## src/rtl/light_integ_ctrl.sv

```systemverilog
module light_integ_ctrl #(
  parameter int UNIT = 918,
  parameter int DW   = 16
) (
  input  logic          clk,
  input  logic          rst,
  input  logic          osc_tick,
  input  logic [1:0]    pwr,
  input  logic [1:0]    period,
  input  logic          manual,
  input  logic          gain,
  input  logic          ch0_pulse,
  input  logic          ch1_pulse,
  output logic [DW-1:0] data0,
  output logic [DW-1:0] data1,
  output logic          gain_tag,
  output logic          done
);
  localparam int LMAX = 322 * UNIT;
  localparam int CW   = $clog2(LMAX);
  localparam int AW   = DW + 1;
  localparam logic [AW-1:0] TOP = AW'((2 ** DW) + 1);

  logic [CW-1:0] cnt;
  logic [AW-1:0] acc0, acc1;
  logic          blk0, blk1, run;
  logic [1:0]    per_q;

  function automatic logic [CW-1:0] last_of(input logic [1:0] f);
    case (f)
      2'b00:   last_of = CW'(11 * UNIT - 1);
      2'b01:   last_of = CW'(81 * UNIT - 1);
      default: last_of = CW'(322 * UNIT - 1);
    endcase
  endfunction

  function automatic logic [DW-1:0] fin(input logic [AW-1:0] a);
    fin = (a < AW'(2)) ? '0 : DW'(a - AW'(2));
  endfunction

  wire pon   = (pwr == 2'b11);
  wire fixed = (period != 2'b11);
  wire want  = pon && (fixed || manual);
  wire chg   = (period != per_q);
  wire a0    = osc_tick && ch0_pulse && !blk0;
  wire a1    = osc_tick && ch1_pulse && !blk1;
  wire [AW-1:0] nx0 = (acc0 == TOP) ? acc0 : acc0 + AW'(a0);
  wire [AW-1:0] nx1 = (acc1 == TOP) ? acc1 : acc1 + AW'(a1);
  wire wend  = fixed && osc_tick && (cnt == last_of(period));

  always_ff @(posedge clk) begin
    if (rst) begin
      data0 <= '0; data1 <= '0; gain_tag <= 1'b0; done <= 1'b0;
      cnt <= '0; acc0 <= '0; acc1 <= '0; blk0 <= 1'b0; blk1 <= 1'b0;
      run <= 1'b0; per_q <= 2'b00;
    end else begin
      done  <= 1'b0;
      per_q <= period;
      if (!want || chg) begin
        if (run && pon && !chg && !fixed) begin
          data0 <= fin(acc0); data1 <= fin(acc1);
          gain_tag <= gain; done <= 1'b1;
        end
        run <= 1'b0; cnt <= '0;
        acc0 <= '0; acc1 <= '0; blk0 <= 1'b0; blk1 <= 1'b0;
      end else begin
        run <= 1'b1;
        if (wend) begin
          data0 <= fin(nx0); data1 <= fin(nx1);
          gain_tag <= gain; done <= 1'b1;
          cnt <= '0; acc0 <= '0; acc1 <= '0; blk0 <= 1'b0; blk1 <= 1'b0;
        end else if (osc_tick) begin
          if (fixed) cnt <= cnt + CW'(1);
          acc0 <= nx0; acc1 <= nx1;
          blk0 <= a0;  blk1 <= a1;
        end
      end
    end
  end


  hold_chk: assert property (@(posedge clk) disable iff (rst)
    !done |-> ($stable(data0) && $stable(data1)));

  one_pulse_chk: assert property (@(posedge clk) disable iff (rst)
    done |=> !done);

  power_chk: assert property (@(posedge clk) disable iff (rst)
    done |-> $past(pwr) == 2'b11);

  fixed_tick_chk: assert property (@(posedge clk) disable iff (rst)
    (done && $past(period) != 2'b11) |-> $past(osc_tick));
endmodule

```

## config.mk

```make
export PLATFORM = sky130hd
export DESIGN_NAME = light_integ_ctrl
export DESIGN_NICKNAME = d
export VERILOG_FILES = /design/src/rtl/light_integ_ctrl.sv
export SDC_FILE = /design/constraint.sdc
export NUM_CORES = 1
export LEC_CHECK = 0
export BUFFER_PORTS_ARGS = -buffer_cell sky130_fd_sc_hd__buf_2
export CORE_UTILIZATION = 47
export CTS_CLUSTER_DIAMETER = 200
export DETAILED_ROUTE_END_ITERATION = 8
export GPL_ROUTABILITY_DRIVEN = 0
export PLACE_DENSITY_LB_ADDON = 0.2
export SLEW_MARGIN = 20
export SYNTH_ARGS = -nofsm -noshare
export SYNTH_HDL_FRONTEND = slang
export SYNTH_SLANG_ARGS = --single-unit
```

## constraint.sdc

```tcl
create_clock -name clk -period 4.4 [get_ports clk]
set_input_delay 0.22 -clock clk [delete_from_list [all_inputs] [get_ports clk]]
set_output_delay 0.22 -clock clk [all_outputs]
set_load 0.03 [all_outputs]
```

==> metrics, run 1 <==
worst relative slew slack 40.1%; WL per Instance 16.3 um; Yosys top cell area share 30.0%; CP endpoint kind flop; vias in the first global route 5274; synth unique cells 67; Slowest-stage cell, CP a31oi_1; worst hold start gain; FP Rows 41; sequential area share after synthesis 30.0%; final WL roughly 16 mm; Final ANT Viol Nets 0; vias per cell 6.02; Layout fillers between 1000 and 1500; Worst R2R Path Depth 12; die height 116 um; Yosys top cell by area dfxtp_1; kind of critical path reg -> reg; final hold violation count 0; DR iter-0 viols ~520; Slew @ Worst Pin between 0.8 and 0.9 ns; P&R area growth vs syn 10.5%; Hold Path Depth 3; maxcap violations 0; core footprint 0.0127 mm^2; worst reg2reg setup slack 0.30 ns; CTS tree built; initial core utilization 48.4%; clock latency on the worst-skew pair 0.35 ns; io pins between 40 and 50; Slew Limit Fails 0; Post-route DRC 0; number of flops mapped to enable cells by yosys 0; Worst Hold Class in -> reg; clk slew on worst S/H paths ~0.07 ns; P_leak 0.00243 uW; Synth warnings 0; WHS Endpoint gain_tag; Total Power 1690 uW; layout cells sized above 1 11.6%; CTS hold repair buffers 0; Primary FF master, synth dfxtp_1; ys async rst share 0%; crit-path cells or4_4 > or4_1 > or2_4 > nand2_1 > xnor2_1 > ha_1 > nand2_1 > a21oi_4 > a31oi_1 > buf_4 > o21ai_0 > a311oi_1; die width 116 um; Seq cells post-synth 92; Root Buffer clkbuf_16; hpwl dp 11.7 mm; DP Worst Slack about 0.48 ns; worst r2r src acc1[7]; # setup viols final 0; Post-DP Area around 0.0065 mm^2; Total GRT Usage between 20% and 30%; setup TNS 0 ns; Synth Net Count between 800 and 900; Antenna Cells 0; total CTS buffers 9; CP most frequent cell nand2_1; Post-Syn Area 0.00613 mm^2; CTS max path bufs 2; Worst path max stage delay 0.75 ns; fin nets 843; CP startpoint kind flop; worst hold slack 0.104 ns; CTS sink count 92; post-CTS setup buffer count 0; Final Cell Area 0.00678 mm^2; grt ovf 0; full die area 0.0135 mm^2; first-pass GRT wire length around 27 mm; pin count of the biggest net entering global routing 39; CTS H-tree lvls 3; status completed; critical path arrival around 4.4 ns; Worst Skew 0.0116 ns; Max rail drop VDD between 0.15 and 0.2 mV; min cycle time layout 4.10 ns; power per cell area roughly 250 mW/mm^2; crit share post-route approximately 93%; Crit Path Max Fanout 17; drt pass-1 iters 5; RSZ-0062 raised after global routing false; FF-to-FF End data1[0]; via count 6003; gate count after technology mapping 812; f_max 244 MHz; Avg Cell Area, Syn about 7.6 um^2; CP Data Required Time approximately 4.7 ns; post-cts sizing count 0; Area contributors post-synth dfxtp_1 (30%), nor2_1 (8.1%), xnor2_1 (7.4%), xor2_1 (6.4%), nand2_1 (4.3%); worst-case setup margin in the final layout 0.300 ns; # port buffers 44; antenna violations before repair 0
==> kinds of logic after synthesis <==
logic type	count (synthesis)	synth area share [%]
buffers and inverters	73	4.73
XOR/XNOR	97	13.9
AND/OR/NAND/NOR	375	29.9
AO/OA/AOI/OAI	156	17.9
adder cells (fa/ha/maj)	11	2.24
multiplexers	8	1.33
flip-flops	92	30.0
==> synthesized netlist by cell type (3+ instances only) <==
| cell | instances |
|---|---|
| nor3_1 | 22 |
| or4_1 | 3 |
| and2_1 | 7 |
| nor2_1 | 133 |
| mux2i_1 | 7 |
| nand2_1 | 70 |
| a311oi_1 | 11 |
| a22oi_1 | 13 |
| a32o_1 | 5 |
| clkbuf_1 | 45 |
| a21o_1 | 3 |
| and3_1 | 13 |
| buf_2 | 7 |
| nor4_1 | 12 |
| ha_1 | 11 |
| a211oi_1 | 18 |
| o221ai_1 | 3 |
| xor2_1 | 45 |
| nand2b_1 | 4 |
| or2_2 | 8 |
| nor3b_1 | 4 |
| buf_1 | 11 |
| xnor2_1 | 52 |
| nand3_1 | 35 |
| a221o_1 | 3 |
| nor2b_1 | 6 |
| nand3b_1 | 5 |
| o211ai_1 | 5 |
| o21ai_0 | 26 |
| and4_1 | 7 |
| dfxtp_1 | 92 |
| or3_1 | 8 |
| a21oi_1 | 33 |
| o31a_1 | 3 |
| inv_1 | 9 |
| nand4_1 | 27 |
| o22ai_1 | 3 |
| a31oi_1 | 6 |
==> flip-flops by register name (all words and copies together), names as in the netlist <==
signal	count
cnt	19
data0	16
gain_tag	1
acc1	17
run	1
data1	16
blk0	1
blk1	1
done	1
per_q	2
acc0	17
==> worst max-delay path, delay by kind of cell, from the launching register on <==
family,cells,cell delay [ns]
simple gates,5,1.77
compound gates,4,1.18
flops,1,0.48
buf+inv,1,0.27
fa+ha+maj,1,0.23
xor+xnor,1,0.09
==> layout by cell type (no fill, tap or decap), drive strengths merged, types with 3 or more instances in the layout <==
master	count
or3	8
nor2b	6
a21o	3
buf	62
o21ai	26
xnor2	52
a211oi	18
or2	10
o31a	3
a221o	3
nor4	12
nor3	23
o221ai	3
nand2b	4
or4	4
o211ai	5
and4	7
and2	7
a31oi	6
a21oi	34
inv	12
nand2	70
dfxtp	92
nor3b	4
and3	13
a311oi	11
mux2i	7
xor2	45
nand3	35
o22ai	3
nand4	27
nand3b	5
ha	11
clkbuf	10
nor2	133
a32o	5
a22oi	13
==> power by group <==
group	total, uW	leakage (uW)	switching, uW	internal, uW
registers	835	0.000741	0.905	834
logic	42.1	0.00153	28.8	13.3
clock network	816	0.000157	350	466
==> routing by layer <==
layer / track usage (%) / part of all wire, % / vias to the layer above
met5: 0 / 0 / -
met4: 10.0 / 2.4 / 0
met3: 4.26 / 7.7 / 37
met2: 37.1 / 43 / 261
met1: 36.5 / 47 / 2786
li1: - / - / 2919
==> worst max-delay path by stage <==
stage | from | end | slack (ns) | cells past startpoint
global route | acc1[7] | data1[0] | 0.15 | 12
finish | acc1[7] | data1[0] | 0.30 | 12
detailed placement | acc1[7] | data1[0] | 0.48 | 12
CTS | acc1[7] | data1[0] | 0.41 | 12
global placement | acc1[7] | data1[6] | 0.61 | 11
floorplan | osc_tick | data1[7] | 1.02 | 15
==> final cells by class <==
type                    instances  area (um^2)  area share, %
clock inverters                 6         77.6           1.14
clock buffers                  10          239           3.53
well taps                     172          215           3.18
multi-input cells             647         4010           59.2
flip-flops and latches         92         1840           27.2
inverters                       9         33.8          0.499
repair buffers                 62          355           5.24
==> metrics by stage <==
step	instances	util (%)
6_report	998	53.5
5_1_grt	998	53.5
4_1_cts	998	53.5
3_5_place_dp	982	51.0
3_3_place_gp	982	51.0
2_1_floorplan	812	-
Power figures use the tool's default switching activity.
==> run 2, diff against run 1 <==
CAP_MARGIN = 20   (was unset)
REMOVE_ABC_BUFFERS = 1   (was unset)
==> run 2 against run 1 <==
Net effect:
- hold slack gained 0.016 ns
- first-iteration DRC count shrank 43%
- power increased by 2.9%
- final cell count fell by 0.50%
- clock power rose by 5.8%
- highest routed layer unchanged
==> metrics, run 2 (synthesized netlist as in run 1, its figures left out) <==
Max rail drop VDD 0.141 mV (-22%); P_sw 377 uW (-0.75%); pin count of the biggest net entering global routing 43 (+10%); Inst Count DP 977 (-0.51%); Antenna Cells 0 (unchanged); CTS sink count 92 (unchanged); Largest regs cnt (19), acc0 (17), acc1 (17); io pins 45 (unchanged); clk slew on worst S/H paths 0.07 ns (about the same); P&R area growth vs syn 10.2%; Worst Skew 0.00922 ns (-0.00240 ns); grt ovf 0 (unchanged); full die area 0.0135 mm^2 (unchanged); first-pass GRT wire length 26.7 mm (unchanged); fin nets 838 (-0.59%); worst reg2reg setup slack 0.45 ns (+0.15 ns); final WL 16.2 mm (-0.32%); maxcap violations 0 (unchanged); # port buffers 44 (unchanged); power per cell area 258 mW/mm^2 (+3.1%); vias in the first global route 5480 (+3.9%); CP startpoint kind flop; Switching Fraction 21.7% (-0.79 points); Worst Hold Class in -> reg; Final Util 53.4% (-0.12 points); f_max 253 MHz (+3.9%); Slew @ Worst Pin 0.865 ns (-0.0293 ns); antenna violations before repair 0 (unchanged); clock latency on the worst-skew pair 0.35 ns (about the same); CP endpoint kind flop; register with the most flip-flops cnt; via count 5939 (-1.1%); Root Buffer clkbuf_16; CTS hold repair buffers 0 (unchanged); worst relative slew slack 42.2% (+2.1 points); most frequent cells in the layout nor2_1 (133), dfxtp_1 (92), nand2_1 (70), xnor2_1 (52), xor2_1 (45); CP Data Required Time 4.65 ns (about the same); P_leak 0.00241 uW (-0.60%); Crit Path Max Fanout 17 (unchanged); crit share post-route 89.7% (-3.5 points); clock power share 49.6% (+1.4 points); number of flip-flops in the largest register 19 (unchanged); core footprint 0.0127 mm^2 (unchanged); total CTS buffers 9 (unchanged); combinational cell fraction of total power 2.5% (about the same); final hold violation count 0 (unchanged); CTS H-tree lvls 3 (unchanged); initial core utilization 48.4% (unchanged); Critical Path Sink data1[13]; status completed; DP Worst Slack 0.448 ns (-0.0371 ns); CTS tree built; Post-DP Area 0.00643 mm^2 (-0.39%); die height 116 um (unchanged); kind of critical path reg -> reg; Total Power 1740 uW (+2.9%); min cycle time layout 3.95 ns (-0.155 ns); FF-to-FF End data1[13]; DR iter-0 viols 297 (-43%); layout cells sized above 1 11.0% (-0.66 points); die width 116 um (unchanged); critical path arrival 4.19 ns (-0.17 ns); Multi-input gate area 0.00401 mm^2 (unchanged); CTS max path bufs 2 (unchanged); post-cts sizing count 0 (unchanged); hpwl dp 11.3 mm (-3.4%); WL per Instance 16.3 um (+0.18%); worst setup path start acc1[7]; worst r2r src acc1[7]; Final ANT Viol Nets 0 (unchanged); worst-case setup margin in the final layout 0.455 ns (+0.155 ns); FP Rows 41 (unchanged); Flop pwr share 47.9% (-1.4 points); RSZ-0062 raised after global routing false; post-CTS setup buffer count 0 (unchanged); drt pass-1 iters 5 (unchanged); # setup viols final 0 (unchanged); Total GRT Usage 25.1% (-0.11 points); Layout fillers 1255 (-0.40%); Final Cell Area 0.00676 mm^2 (-0.22%); register area 0.00184 mm^2 (unchanged); vias per cell 5.98 (-0.57%); Post-route DRC 0 (unchanged); fin cells 993 (-0.50%); Slew Limit Fails 0 (unchanged); Worst R2R Path Depth 10 (-2); commonest non-fill, non-tap cell in the layout nor2_1; Int Power 1360 uW (+3.9%)
==> run 2: how the worst min path moves through the flow <==
stage	depth (start not counted)	startpoint	slack, ns	end
2_1_floorplan	1	rst	0.29	data1[15]
5_1_grt	3	gain	0.13	gain_tag
6_report	3	gain	0.12	gain_tag
3_5_place_dp	1	data1[12]	0.46	data1[12]
3_3_place_gp	1	data1[6]	0.44	data1[6]
4_1_cts	3	gain	0.12	gain_tag
==> run 2: metal layers <==
metal / global-route usage, % / wire (um) / vias up
li1: - / - / 2912
met5: 0 / 0 / -
met4: 11.8 / 437 / 0
met2: 42.8 / 7930 / 185
met3: 3.37 / 876 / 31
met1: 31.4 / 6970 / 2811
==> run 2: power by group through the flow <==
stage | combinational, uW | clock (uW) | sequential, uW
after floorplan | 17.3 | 0 | 854
after global placement | 42.5 | 0 | 854
after detailed placement | 43.6 | 0 | 854
after CTS | 43.9 | 880 | 835
after global routing | 47.4 | 917 | 834
final | 43.3 | 863 | 835
==> run 2: per-stage QoR <==
stage                     TNS (ns)  hold slack (ns)
after global placement           0            0.444
final                            0            0.120
after global routing             0            0.132
after detailed placement         0            0.459
after floorplan             -0.167            0.290
after CTS                        0            0.118
==> run 2: layout make-up <==
type	count	share of cell area, %
clock buffers	11	3.59
inverters	9	0.500
multi-input cells	647	59.4
flip-flops and latches	92	27.2
repair buffers	57	4.89
well taps	172	3.18
clock inverters	5	1.24
==> run 2: worst max-delay path: stages (launching register included) <==
cell and delay (ns):
dfxtp_1 0.48, or4_4 0.62, or4_1 0.56, o21ai_0 0.48
ha_1 0.30, nand2_1 0.14, a21oi_4 0.29, a31oi_1 0.28
buf_4 0.27, o211a_1 0.13, o31a_1 0.29
